[config.mk]
export PLATFORM = sky130hd
export DESIGN_NAME = otf_access_matrix
export DESIGN_NICKNAME = d
export VERILOG_FILES = /design/src/rtl/otf_pkg.sv /design/src/rtl/otf_vc_slot.sv /design/src/rtl/otf_vc_pick.sv /design/src/rtl/otf_access_matrix.sv
export SDC_FILE = /design/constraint.sdc
export NUM_CORES = 1
export LEC_CHECK = 0
export ABC_AREA = 1
export BUFFER_PORTS_ARGS = -buffer_cell sky130_fd_sc_hd__buf_2
export CAP_MARGIN = 20
export CORE_MARGIN = 5
export CORE_UTILIZATION = 48
export CTS_BUF_LIST = sky130_fd_sc_hd__clkbuf_4
export DETAILED_ROUTE_END_ITERATION = 8
export PLACE_DENSITY_LB_ADDON = 0.25
export SLEW_MARGIN = 20
export SYNTH_ARGS = -nofsm -noshare
export SYNTH_HDL_FRONTEND = slang
export SYNTH_HIERARCHICAL = 1
export SYNTH_SLANG_ARGS = --single-unit
[constraint.sdc]
create_clock -name clk -period 1.85 [get_ports clk]
set_input_delay 0.185 -clock clk [delete_from_list [all_inputs] [get_ports clk]]
set_output_delay 0.185 -clock clk [all_outputs]
set_load 0.03 [all_outputs]
[src/rtl/otf_pkg.sv]
package otf_pkg;

    typedef enum logic {
        SLOT_OPEN  = 1'b0,
        SLOT_BOUND = 1'b1
    } slot_state_e;

endpackage

[src/rtl/otf_vc_slot.sv]
module otf_vc_slot
    import otf_pkg::*;
#(
    parameter int NIN   = 8,
    parameter int IVC_W = 3
) (
    input  logic             clk,
    input  logic             rst_n,
    input  logic             claim,
    input  logic             rel,
    input  logic [IVC_W-1:0] claim_ivc,
    input  logic [IVC_W-1:0] query_ivc,
    output logic             is_open,
    output logic             is_hit,
    output logic [NIN-1:0]   vec
);

    localparam logic [NIN-1:0] ONE = NIN'(1);

    slot_state_e      state_q, state_d;
    logic [IVC_W-1:0] owner_q;

    // next state: BIND, UNBIND, PASS
    always_comb begin
        state_d = state_q;
        unique case (state_q)
            SLOT_OPEN: begin
                if (claim && !rel) state_d = SLOT_BOUND;  // BIND
                else               state_d = SLOT_OPEN;   // PASS or stay
            end
            SLOT_BOUND: begin
                if (rel) state_d = SLOT_OPEN;              // UNBIND
            end
            default: state_d = SLOT_OPEN;
        endcase
    end

    always_ff @(posedge clk) begin
        if (!rst_n) begin
            state_q <= SLOT_OPEN;
            owner_q <= '0;
        end else begin
            state_q <= state_d;
            if (claim && !rel) owner_q <= claim_ivc;
        end
    end

    always_comb begin
        is_open = 1'b0;
        is_hit  = 1'b0;
        vec     = '1;
        unique case (state_q)
            SLOT_OPEN: begin
                is_open = 1'b1;
                vec     = '1;
            end
            SLOT_BOUND: begin
                is_hit = (owner_q == query_ivc);
                vec    = ONE << owner_q;
            end
            default: vec = '1;
        endcase
    end


    bind_only_open_chk: assert property (@(posedge clk) disable iff (!rst_n)
        claim |-> (state_q == SLOT_OPEN));


    bind_onehot_chk: assert property (@(posedge clk) disable iff (!rst_n)
        (claim && !rel) |=> (vec == (ONE << $past(claim_ivc))));


    unbind_ones_chk: assert property (@(posedge clk) disable iff (!rst_n)
        (rel && !claim) |=> (vec == '1));


    pass_open_chk: assert property (@(posedge clk) disable iff (!rst_n)
        (claim && rel) |=> is_open);


    hold_stable_chk: assert property (@(posedge clk) disable iff (!rst_n)
        (!claim && !rel && state_q == SLOT_BOUND) |=> $stable(vec));

endmodule

[src/rtl/otf_vc_pick.sv]
module otf_vc_pick #(
    parameter int OUT_VCS = 2,
    parameter int OVC_W   = 1
) (
    input  logic               want_head,
    input  logic [OUT_VCS-1:0] open_v,
    input  logic [OUT_VCS-1:0] hit_v,
    output logic               found,
    output logic [OVC_W-1:0]   sel_idx,
    output logic [OUT_VCS-1:0] sel_oh
);

    logic [OUT_VCS-1:0] cand;

    always_comb begin
        cand    = want_head ? open_v : hit_v;
        found   = |cand;
        sel_idx = '0;
        sel_oh  = '0;
        for (int i = OUT_VCS - 1; i >= 0; i--) begin
            if (cand[i]) begin
                sel_idx = OVC_W'(i);
                sel_oh  = OUT_VCS'(1) << i;
            end
        end
    end

endmodule

[src/rtl/otf_access_matrix.sv]
module otf_access_matrix #(
    parameter int IN_PORTS     = 4,
    parameter int VCS_PER_PORT = 2,
    parameter int OUT_VCS      = 2,
    localparam int NIN   = IN_PORTS * VCS_PER_PORT,
    localparam int IVC_W = (NIN > 1) ? $clog2(NIN) : 1,
    localparam int OVC_W = (OUT_VCS > 1) ? $clog2(OUT_VCS) : 1
) (
    input  logic                   clk,
    input  logic                   rst_n,
    input  logic                   sw_valid,
    input  logic [IVC_W-1:0]       sw_ivc,
    input  logic                   sw_head,
    input  logic                   sw_tail,
    output logic                   out_valid,
    output logic [OVC_W-1:0]       out_vcid,
    output logic                   free_any,
    output logic [OUT_VCS*NIN-1:0] access_vec
);

    logic [OUT_VCS-1:0] open_v, hit_v, sel_oh, claim_v, rel_v;
    logic               found;
    logic [OVC_W-1:0]   sel_idx;

    otf_vc_pick #(.OUT_VCS(OUT_VCS), .OVC_W(OVC_W)) i_pick (
        .want_head (sw_head),
        .open_v    (open_v),
        .hit_v     (hit_v),
        .found     (found),
        .sel_idx   (sel_idx),
        .sel_oh    (sel_oh)
    );

    for (genvar o = 0; o < OUT_VCS; o++) begin : g_slot
        assign claim_v[o] = sw_valid && sw_head && sel_oh[o];
        assign rel_v[o]   = sw_valid && sw_tail && sel_oh[o];

        otf_vc_slot #(.NIN(NIN), .IVC_W(IVC_W)) i_slot (
            .clk       (clk),
            .rst_n     (rst_n),
            .claim     (claim_v[o]),
            .rel       (rel_v[o]),
            .claim_ivc (sw_ivc),
            .query_ivc (sw_ivc),
            .is_open   (open_v[o]),
            .is_hit    (hit_v[o]),
            .vec       (access_vec[o*NIN +: NIN])
        );
    end

    assign out_valid = sw_valid && found;
    assign out_vcid  = sel_idx;
    assign free_any  = |open_v;


    one_slot_chk: assert property (@(posedge clk) disable iff (!rst_n)
        $onehot0(claim_v | rel_v));


    full_refuse_chk: assert property (@(posedge clk) disable iff (!rst_n)
        (sw_valid && sw_head && !free_any) |-> !out_valid);


    idle_stable_chk: assert property (@(posedge clk) disable iff (!rst_n)
        !sw_valid |=> $stable(access_vec));


    last_free_chk: assert property (@(posedge clk) disable iff (!rst_n)
        (out_valid && sw_head && !sw_tail && $countones(open_v) == 1) |=> !free_any);


    stray_body_chk: assert property (@(posedge clk) disable iff (!rst_n)
        (sw_valid && !sw_head && hit_v == '0) |=> $stable(access_vec));

endmodule

==> run_results.csv <==
group,metric,value,unit
outcome,status,"completed",
clocking,root_buffer,"clkbuf_4",
floorplan,ios,27,
critical_path,cpPeakStageDelay,400,ps
routing,route.vias.total,772,
timing,slew_viol_final,0,
placed_design,gp_congestion,0.788,
clocking,clkSinkCount,8,
critical_path,reg2reg_from,"g_slot[0].i_slot/owner_q[0]",
routing,avgRoutedWirePerCell,9.49,µm
layout,drive_above_1_share,31.8,%
routing,dr.pass1.iters,4,
routing,drc,0,
placed_design,port-buffer-count,26,
global_route,grt_pass1_wl,2.54,mm
synth,yosysSeqAreaShare,24.7,%
layout,final_nets,161,
run,cap_violations,0,
critical_path,startpoint_type,"flop",
clocking,clockBufferDepth,2,
synth,syn-instance-count,122,
routing,antenna_left,0,
routing,drt-vias-per-instance,4.65,
timing,hold_viol,0,
synth,ys.flop_type,"dfxtp_1",
critical_path,crit_cells,11,
synth,yosysTopAreaCell,"dfxtp_1",
critical_path,arrival,1490,ps
timing,period_minus_slack,1670,ps
timing,finClkSkew,4.77,ps
routing,routed_wl,1.58,mm
clocking,tritoncts,"yes",
critical_path,cp-end-kind,"output port",
critical_path,required,1660,ps
floorplan,die_x,46.8,µm
pwr,power_density,545,mW/mm²
timing,rsz0062_at_grt,"no",
critical_path,cpMostUsedCell,"nand2_1",
global_route,grt_max_degree,11,
synth,ys_types,12,
synth,yosysMostFrequentCell,"nand2_1",
timing,postLayoutSetupSlackWorst,179,ps
timing,worst_slew_pin_slew,174,ps
critical_path,worstPathMaxFanout,5,
critical_path,critPathBufInv,4,
layout,finalNonFillerCells,166,
hold_path,hold_path_class,"input pin to flop",
timing,fmax,598,MHz
synth,synth_top_area_share,24.7,%
timing,setup_tns,0,ps
critical_path,critPathLaunch,"g_slot[0].i_slot/owner_q[0]",
floorplan,core_area,0.00128,mm²
critical_path,reg2reg_to,"g_slot[0].i_slot/owner_q[2]",
pwr,ir_drop,0.434,mV
placed_design,place_inst,163,
global_route,grt-ovfl-total,0,
synth,ys_warn_count,6,
timing,slew_headroom,88.3,%
synth,async_reset_ff_share,0,%
floorplan,die_h,46.8,µm
clocking,cts_buffers,3,
global_route,antenna_found_initial,0,
clocking,cts.htree.levels,1,
clocking,clock_latency,250,ps
placed_design,post-place-ws,133,ps
synth,synth_area_leaders,"dfxtp_1 25%, nand2_1 20%, o21ai_0 18%, inv_1 13%, nor2_1 10%",
routing,first_iter_violations,19,
pwr,p_leak,0.413,nW
critical_path,path_delay_family,"simple AND/OR/NAND/NOR gates",
floorplan,dieArea,0.00219,mm²
layout,register_area,171,µm²
synth,synth-seq-cells,8,
critical_path,rrSetupSlack,210,ps
synth,synth_nets,130,
layout,syn2layout_area_growth,29.7,%
critical_path,slowest_stage,"dfxtp_1",
pwr,design_power_total,0.000459,W
layout,fillers,132,
critical_path,path_cells,"inv_1, nand2_1, nand3_1, nor2_2, inv_1, nand2_1, nand2_1, nand2_1, nand2_1, inv_1, buf_2",
synth,syn_avg_cell_area,5.32,µm²
placed_design,post-dp-hpwl,1.30,mm
global_route,grt.total_usage,16.4,%
critical_path,crit_end,"out_valid",
layout,n_antenna_cell,0,
global_route,first_global_vias,619,
critical_path,worst_r2r_path_depth,13,
timing,report.final.setup_viol,0,
layout,multi_input_area,394,µm²
synth,syn_area,649,µm²
floorplan,core.rowCount,13,
floorplan,start_util,50.5,%
timing,fin_crit_sh,90.3,%
clocking,cts_hold_buf,0,
critical_path,crit_type,"flop to output port",
clocking,path_clk_slew,50,ps
synth,synth_edf_count,0,
synth,synth_commonest_cells,"35 x nand2_1, 24 x o21ai_0, 23 x inv_1",
[per-layer routing]
layer | vias to the layer above | routed length [µm] | GRT usage, %
met5 | - | 0 | 0
met4 | 0 | 38 | 11.6
met3 | 5 | 69 | 1.15
met2 | 14 | 709 | 24.1
met1 | 323 | 758 | 22.4
li1 | 430 | - | -
[cell families after synthesis]
| group | count (synthesis) | share of synthesized area [%] |
|---|---|---|
| AO/OA/AOI/OAI | 26 | 21.2 |
| buffers and inverters | 27 | 16.2 |
| flip-flops | 8 | 24.7 |
| AND/OR/NAND/NOR | 61 | 38.0 |
[what timing repair did]
item | 4_1_cts | 5_1_grt
endpoints found under the hold margin | 0 | 0
setup buffers | 0 | 0
endpoints found under the setup margin | 0 | 4
gates resized for setup | 0 | 10
[worst min-delay path, cell delays in order]
cell	delay, ps
buf_2	140
o21ai_0	80
nor2_1	40
[flip-flops by register name, indices dropped and copies added, names as in the netlist]
name / count
g_slot.i_slot/owner_q: 6
g_slot.i_slot/state_q: 2
[cell type report]
type,count,share of cell area (%)
multi-input combinational,87,46.8
sequential,8,20.4
clock buffer,3,2.67
inverter,26,11.6
tap,15,2.23
timing repair buffer,27,16.3
[how the worst min path moves through the flow]
stage                     startpoint                          end  slack (ps)  cells after the start
after floorplan                rst_n  g_slot[0].i_slot/owner_q[0]         320                      2
after global placement         rst_n     g_slot[1].i_slot/state_q         480                      3
after detailed placement       rst_n  g_slot[0].i_slot/owner_q[0]         490                      3
after CTS                      rst_n  g_slot[1].i_slot/owner_q[0]         220                      3
after global routing           rst_n  g_slot[0].i_slot/owner_q[0]         220                      3
final                          rst_n  g_slot[1].i_slot/owner_q[0]         220                      3
[layout by cell type (no fill, tap or decap), drive strengths merged]
| cell | n |
|---|---|
| nor2 | 21 |
| inv | 26 |
| nand2 | 37 |
| dfxtp | 8 |
| a21oi | 2 |
| o21ai | 24 |
| buf | 27 |
| nand3 | 2 |
| clkbuf | 3 |
| or2 | 1 |
[per-stage QoR]
| step | instance area (µm²) | utilization [%] | hold slack [ps] |
|---|---|---|---|
| global placement | 803 | 62.5 | 482 |
| CTS | 826 | 64.3 | 218 |
| global route | 842 | 65.5 | 224 |
| finish | 842 | 65.5 | 219 |
| detailed placement | 803 | 62.5 | 486 |
| floorplan | 654 | - | 321 |
[where the power goes]
group	switching [W]	leakage (nW)	internal (W)	total, W
Combinational	0.0000962	0.331	0.0000429	0.000139
Sequential	0.0000110	0.0681	0.000180	0.000191
Clock	0.0000552	0.0138	0.0000739	0.000129
Total	0.000162	0.413	0.000297	0.000459
Power figures use the tool's default switching activity.
